`src/rtl/ddr3_cmd_pkg.sv`:
```
package ddr3_cmd_pkg;
    typedef enum logic [2:0] {
        EV_NOP = 3'd0,
        EV_ACT = 3'd1,
        EV_RD  = 3'd2,
        EV_WR  = 3'd3,
        EV_PRE = 3'd4,
        EV_MRS = 3'd5,
        EV_REF = 3'd6
    } ev_e;
endpackage

```
`src/rtl/ddr3_cmd_classify.sv`:
```
module ddr3_cmd_classify
    import ddr3_cmd_pkg::*;
(
    input  logic cs_n,
    input  logic ras_n,
    input  logic cas_n,
    input  logic we_n,
    output ev_e  kind
);
    always_comb begin
        unique case ({cs_n, ras_n, cas_n, we_n})
            4'b0000: kind = EV_MRS;
            4'b0001: kind = EV_REF;
            4'b0010: kind = EV_PRE;
            4'b0011: kind = EV_ACT;
            4'b0100: kind = EV_WR;
            4'b0101: kind = EV_RD;
            default: kind = EV_NOP;
        endcase
    end
endmodule

```
`src/rtl/ddr3_burst_resolve.sv`:
```
module ddr3_burst_resolve (
    input  logic [1:0] bl_mode,
    input  logic       chop_pin,
    output logic       burst8
);
    always_comb begin
        unique case (bl_mode)
            2'b01:   burst8 = chop_pin;
            2'b10:   burst8 = 1'b0;
            default: burst8 = 1'b1;
        endcase
    end
endmodule

```
`src/rtl/ddr3_mode_regs.sv`:
```
module ddr3_mode_regs #(
    parameter  int NUM_MR  = 4,
    parameter  int OP_W    = 15,
    localparam int SEL_W   = $clog2(NUM_MR)
) (
    input  logic                   clk,
    input  logic                   rst_n,
    input  logic                   wr_en,
    input  logic [SEL_W-1:0]       wr_sel,
    input  logic [OP_W-1:0]        wr_data,
    output logic [NUM_MR*OP_W-1:0] regs
);
    typedef struct packed {
        logic [NUM_MR-1:0][OP_W-1:0] mr;
    } mr_t;

    mr_t st_d, st_q;

    always_comb begin
        st_d = st_q;
        if (wr_en) begin
            st_d.mr[wr_sel] = wr_data;
        end
    end

    always_ff @(posedge clk or negedge rst_n) begin
        if (!rst_n) st_q <= '0;
        else        st_q <= st_d;
    end

    assign regs = st_q.mr;
endmodule

```
`src/rtl/ddr3_bank_table.sv`:
```
module ddr3_bank_table #(
    parameter  int NUM_BANKS = 8,
    parameter  int ROW_W     = 15,
    localparam int BA_W      = $clog2(NUM_BANKS)
) (
    input  logic                       clk,
    input  logic                       rst_n,
    input  logic                       act_en,
    input  logic [BA_W-1:0]            act_idx,
    input  logic [ROW_W-1:0]           act_row,
    input  logic                       close_en,
    input  logic [BA_W-1:0]            close_idx,
    input  logic                       close_all,
    output logic [NUM_BANKS-1:0]       open_vec,
    output logic [NUM_BANKS*ROW_W-1:0] rows
);
    typedef struct packed {
        logic [NUM_BANKS-1:0]            open;
        logic [NUM_BANKS-1:0][ROW_W-1:0] row;
    } bank_t;

    bank_t st_d, st_q;

    always_comb begin
        st_d = st_q;
        for (int b = 0; b < NUM_BANKS; b++) begin
            if (act_en && act_idx == BA_W'(b)) begin
                st_d.open[b] = 1'b1;
                st_d.row[b]  = act_row;
            end
            if (close_all || (close_en && close_idx == BA_W'(b))) begin
                st_d.open[b] = 1'b0;
            end
        end
    end

    always_ff @(posedge clk or negedge rst_n) begin
        if (!rst_n) st_q <= '0;
        else        st_q <= st_d;
    end

    assign open_vec = st_q.open;
    assign rows     = st_q.row;
endmodule

```
`src/rtl/ddr3_cmd_frontend.sv`:
```
module ddr3_cmd_frontend
    import ddr3_cmd_pkg::*;
#(
    parameter  int NUM_BANKS = 8,
    parameter  int ADDR_W    = 15,
    parameter  int COL_W     = 10,
    parameter  int AP_BIT    = 10,
    parameter  int CHOP_BIT  = 12,
    parameter  int NUM_MR    = 4,
    localparam int BA_W      = $clog2(NUM_BANKS),
    localparam int MRSEL_W   = $clog2(NUM_MR),
    localparam int ROW_W     = ADDR_W
) (
    input  logic                     clk,
    input  logic                     rst_n,
    input  logic                     cke,
    input  logic                     cs_n,
    input  logic                     ras_n,
    input  logic                     cas_n,
    input  logic                     we_n,
    input  logic [BA_W-1:0]          ba,
    input  logic [ADDR_W-1:0]        addr,
    output logic                     cmd_valid,
    output logic [2:0]               cmd_kind,
    output logic [BA_W-1:0]          cmd_bank,
    output logic [ROW_W-1:0]         cmd_row,
    output logic [COL_W-1:0]         cmd_col,
    output logic                     cmd_autopre,
    output logic                     cmd_burst8,
    output logic                     cmd_allbank,
    output logic                     proto_err,
    output logic [NUM_BANKS-1:0]     bank_open,
    output logic [NUM_MR*ADDR_W-1:0] mode_regs
);
    typedef struct packed {
        logic             valid;
        ev_e              kind;
        logic [BA_W-1:0]  bank;
        logic [ROW_W-1:0] row;
        logic [COL_W-1:0] col;
        logic             ap;
        logic             b8;
        logic             allb;
        logic             err;
    } ev_out_t;

    ev_out_t out_d, out_q;

    ev_e                        kind_w;
    logic                       burst8_w;
    logic [NUM_BANKS*ROW_W-1:0] rows_w;
    logic                       act_en, close_en, close_all, mr_we;

    ddr3_cmd_classify u_classify (
        .cs_n  (cs_n),
        .ras_n (ras_n),
        .cas_n (cas_n),
        .we_n  (we_n),
        .kind  (kind_w)
    );

    ddr3_burst_resolve u_burst (
        .bl_mode  (mode_regs[1:0]),
        .chop_pin (addr[CHOP_BIT]),
        .burst8   (burst8_w)
    );

    ddr3_mode_regs #(.NUM_MR(NUM_MR), .OP_W(ADDR_W)) u_mregs (
        .clk     (clk),
        .rst_n   (rst_n),
        .wr_en   (mr_we),
        .wr_sel  (ba[MRSEL_W-1:0]),
        .wr_data (addr),
        .regs    (mode_regs)
    );

    ddr3_bank_table #(.NUM_BANKS(NUM_BANKS), .ROW_W(ROW_W)) u_banks (
        .clk       (clk),
        .rst_n     (rst_n),
        .act_en    (act_en),
        .act_idx   (ba),
        .act_row   (addr),
        .close_en  (close_en),
        .close_idx (ba),
        .close_all (close_all),
        .open_vec  (bank_open),
        .rows      (rows_w)
    );

    always_comb begin
        out_d     = '0;
        act_en    = 1'b0;
        close_en  = 1'b0;
        close_all = 1'b0;
        mr_we     = 1'b0;
        if (cke && kind_w != EV_NOP) begin
            out_d.kind = kind_w;
            out_d.bank = ba;
            unique case (kind_w)
                EV_ACT: begin
                    if (bank_open[ba]) begin
                        out_d.err = 1'b1;
                    end else begin
                        out_d.valid = 1'b1;
                        out_d.row   = addr;
                        act_en      = 1'b1;
                    end
                end
                EV_RD, EV_WR: begin
                    if (!bank_open[ba]) begin
                        out_d.err = 1'b1;
                    end else begin
                        out_d.valid = 1'b1;
                        out_d.col   = addr[COL_W-1:0];
                        out_d.row   = rows_w[ba*ROW_W +: ROW_W];
                        out_d.ap    = addr[AP_BIT];
                        out_d.b8    = burst8_w;
                        close_en    = addr[AP_BIT];
                    end
                end
                EV_PRE: begin
                    out_d.valid = 1'b1;
                    out_d.allb  = addr[AP_BIT];
                    close_all   = addr[AP_BIT];
                    close_en    = !addr[AP_BIT];
                end
                EV_MRS: begin
                    out_d.valid = 1'b1;
                    mr_we       = 1'b1;
                end
                EV_REF: begin
                    if (|bank_open) out_d.err   = 1'b1;
                    else            out_d.valid = 1'b1;
                end
                default: ;
            endcase
        end
    end

    always_ff @(posedge clk or negedge rst_n) begin
        if (!rst_n) out_q <= '0;
        else        out_q <= out_d;
    end

    assign cmd_valid   = out_q.valid;
    assign cmd_kind    = out_q.kind;
    assign cmd_bank    = out_q.bank;
    assign cmd_row     = out_q.row;
    assign cmd_col     = out_q.col;
    assign cmd_autopre = out_q.ap;
    assign cmd_burst8  = out_q.b8;
    assign cmd_allbank = out_q.allb;
    assign proto_err   = out_q.err;
endmodule

```
`config.mk`:
```
export PLATFORM = sky130hd
export DESIGN_NAME = ddr3_cmd_frontend
export DESIGN_NICKNAME = d
export VERILOG_FILES = /design/src/rtl/ddr3_cmd_pkg.sv /design/src/rtl/ddr3_cmd_classify.sv /design/src/rtl/ddr3_burst_resolve.sv /design/src/rtl/ddr3_mode_regs.sv /design/src/rtl/ddr3_bank_table.sv /design/src/rtl/ddr3_cmd_frontend.sv
export SDC_FILE = /design/constraint.sdc
export NUM_CORES = 1
export LEC_CHECK = 0
export BUFFER_PORTS_ARGS = -buffer_cell sky130_fd_sc_hd__buf_2
export CAP_MARGIN = 30
export CORE_UTILIZATION = 45
export CTS_CLUSTER_DIAMETER = 80
export DETAILED_ROUTE_END_ITERATION = 16
export SETUP_SLACK_MARGIN = 0.15
export SYNTH_ARGS = -nofsm -noshare
export SYNTH_HDL_FRONTEND = slang
export SYNTH_SLANG_ARGS = --single-unit
export TNS_END_PERCENT = 100
```
`constraint.sdc`:
```
create_clock -name clk -period 1.8 [get_ports clk]
set_input_delay 0.18 -clock clk [delete_from_list [all_inputs] [get_ports clk]]
set_output_delay 0.18 -clock clk [all_outputs]
set_load 0.005 [all_outputs]
```
==> flow_summary_export.csv <==
group,metric,value,unit
placed_design,dp_hpwl,15.70,mm
yosys,ys_seq_area_share,57.16,%
layout,antenna_cells,0,
power_and_ir_drop,worst_ir_drop_vdd,0.7057,mV
layout,syn_to_final_growth,25.32,%
setup_path,critical_path_arrival,2.13,ns
layout,design_area,12290,um2
clock_tree,clock_path_buffers,3,
yosys,syn-num-nets,657,
placed_design,post_dp_cell_area,11170,um2
timing,slew_violations,0,
route,route.detailed.drc,0,
route,vias,5977,
timing,worst_slew_pin_slew,0.5571,ns
route,wl,23.94,mm
yosys,synthCells,632,
clock_tree,cts_sinks,224,
yosys,ys.flop_type,"dfrtp_1",
floorplanning,num_rows,53,
clock_tree,cts_buffers,24,
timing,fin_crit_sh,94.13,%
floorplanning,io_pins,129,
setup_path,worstPathMaxFanout,7,
yosys,synth_edf_count,0,
timing,worst_clock_skew,0.02379,ns
setup_path,critPathKind,"flip-flop to flip-flop",
placed_design,dp_slack,-0.04793,ns
global_routing,grt_pass1_vias,6371,
floorplanning,core,21220,um2
route,ant_nets,0,
clock_tree,cts_tree,"yes",
yosys,synth.most_common_cell,"dfrtp_1",
setup_path,end_kind,"flip-flop",
route,viasPerCell,5.489,
global_routing,grt_usage,22.23,%
yosys,ys_ff_latch,224,
layout,fillCellCount,1676,
route,wl_per_cell,21.98,um
clock_tree,clock_latency,0.52,ns
yosys,synth_common_cells,"dfrtp_1 (224), mux2_2 (126), mux2_4 (36)",
global_routing,antenna_found_initial,0,
status,status,"completed",
timing,hold_viol,0,
route,dr.pass1.iters,4,
yosys,yosysTopAreaCellShare,57.16,%
flow_run,drv_cap,0,
layout,nets,821,
power_and_ir_drop,leakagePower,6.225,nW
yosys,synth.avg_cell_area,15.52,um2
global_routing,grt.overflow.total,0,
layout,drive_above_1_share,55.53,%
timing,relSlewSlack,61.90,%
floorplanning,fp.dieH,149.6,um
yosys,syn_area,9807,um2
route,drt_iter0_drc,246,
setup_path,required,2.24,ns
yosys,synthTopCellsByArea,"dfrtp_1 (57%), mux2_2 (14%), mux4_2 (6.9%), mux2_4 (5.5%), mux2_1 (2.3%)",
placed_design,port_buffers,128,
clock_tree,cts_max_level,1,
setup_path,cp-start-kind,"flip-flop",
yosys,yosysTopAreaCell,"dfrtp_1",
timing,period_needed,1.694,ns
clock_tree,root_buffer,"clkbuf_16",
global_routing,grt_pass1_wl,37.45,mm
yosys,synthDistinctLibCells,51,
timing,rsz0062_at_grt,"true",
floorplanning,die_area,22390,um2
timing,timing.fmax,0.5902,GHz
timing,setup_violations,0,
power_and_ir_drop,power_density,1037,nW/um2
floorplanning,die_w,149.6,um
floorplanning,initial_core_util,46.21,%
yosys,async_reset_ff_share,100.0,%
global_routing,grt_max_degree,64,
clock_tree,clkTransAtPathRegs,0.06,ns
placed_design,gp_congestion,0.8775,
yosys,yosys_warnings,0,
hold_path,min_path_type,"input pin to flip-flop",
timing,post-route-worst-setup-slack,0.1057,ns
routing by layer:
metal,GRT usage [%],up-vias,wire (um)
met5,0,-,0
met4,3.724,0,243
met3,2.683,23,1183
met2,36.55,156,11420
met1,32.10,3178,11090
li1,-,2620,-
power breakdown:
group | leakage [nW] | internal [mW] | switching, mW
sequential | 3.05 | 5.45 | 0.211
combinational | 2.74 | 0.808 | 0.712
clock | 0.435 | 3.54 | 2.03
total | 6.23 | 9.79 | 2.96
path summary, 6_finish.rpt:
kind / end / from / cells past startpoint / slack [ns]
max: cmd_row[3] / u_banks.open_vec[6] / 6 / 0.11
min reg2reg: u_mregs.regs[23] / u_mregs.regs[23] / 1 / 0.48
max reg2reg: cmd_row[3] / u_banks.open_vec[6] / 6 / 0.11
min in group asynchronous: proto_err / rst_n / 2 / 0.21
max in group asynchronous: u_mregs.regs[27] / rst_n / 3 / 0.90
min: cmd_col[6] / addr[6] / 3 / 0.02
cells in the final DEF, fill, tap and decap left out, drive strengths merged:
cell type and instances:
nand3b 1, clkinvlp 4, a221oi 4, o21ai 6, nand2 3, buf 186
a211oi 2, o21a 1, nor4 6, mux4 30, inv 18, nor3b 1
and3b 1, clkbuf 32, nand4 1, nor4b 1, nand3 4, xnor2 1
bufinv 6, nor2b 3, dfrtp 224, o2bb2ai 15, mux2 182, or2 1
a21oi 6, o22a 1, clkinv 2, a31oi 2, a22o 1, a2111oi 1
nor2 25, and2 4, or3 4, mux2i 17, a22oi 1, nand2b 5
and2b 1, o22ai 2, nor3 8, dlygate4sd3 1
through the flow:
stage / TNS, ns / instances / hold WS (ns) / total power [mW] / util [%]
CTS: 0 / 1087 / 0.004204 / 12.89 / 57.47
detailed placement: -0.2594 / 1038 / 0.1729 / 7.217 / 52.64
finish: 0 / 1089 / 0.02369 / 12.75 / 57.92
global placement: -0.01274 / 1038 / 0.1619 / 7.146 / 52.64
global route: 0 / 1089 / 0.03203 / 13.27 / 57.92
floorplan: 0 / 632 / -0.1156 / 6.486 / -
critical path: stages (launching register included):
cell and delay, ns:
dfrtp_1 0.40, mux2_4 0.29, o22a_4 0.23, a211oi_4 0.29, buf_6 0.17, buf_16 0.14, o2bb2ai_2 0.10
registers in the layout (all words and copies together) (netlist names):
name	cells
cmd_allbank	1
cmd_autopre	1
cmd_bank	3
cmd_burst8	1
cmd_col	10
cmd_kind	3
cmd_row	15
cmd_valid	1
proto_err	1
u_banks.open_vec	8
u_banks.rows	120
u_mregs.regs	60
kinds of logic after synthesis:
kind of cell              share of synthesized area (%)
AOI/OAI and AO/OA                                 3.445
and+or+nand+nor                                   4.453
DFF                                               57.16
buffers and inverters                             3.955
xor gates and xnor gates                        0.08932
muxes                                             30.90
what timing repair did:
action / in CTS / in global routing
resized for setup: 10 / 10
endpoints found under the setup margin: 6 / 31
endpoints found under the hold margin: 58 / 0
setup buffers: 3 / 1
cloned: 1 / 1
pin swaps: 2 / 3
hold buffers: 1 / 0
final cells by class:
cell class / count / area [um2] / area share [%]
clock buffer: 31 / 676.9 / 5.507
clock inverter: 13 / 244.0 / 1.985
inverter: 17 / 63.81 / 0.5192
multi-input combinational: 341 / 3979 / 32.37
sequential: 224 / 5605 / 45.61
tap: 275 / 344.1 / 2.800
timing repair buffer: 188 / 1378 / 11.21
(Power assumes the default switching activity.)
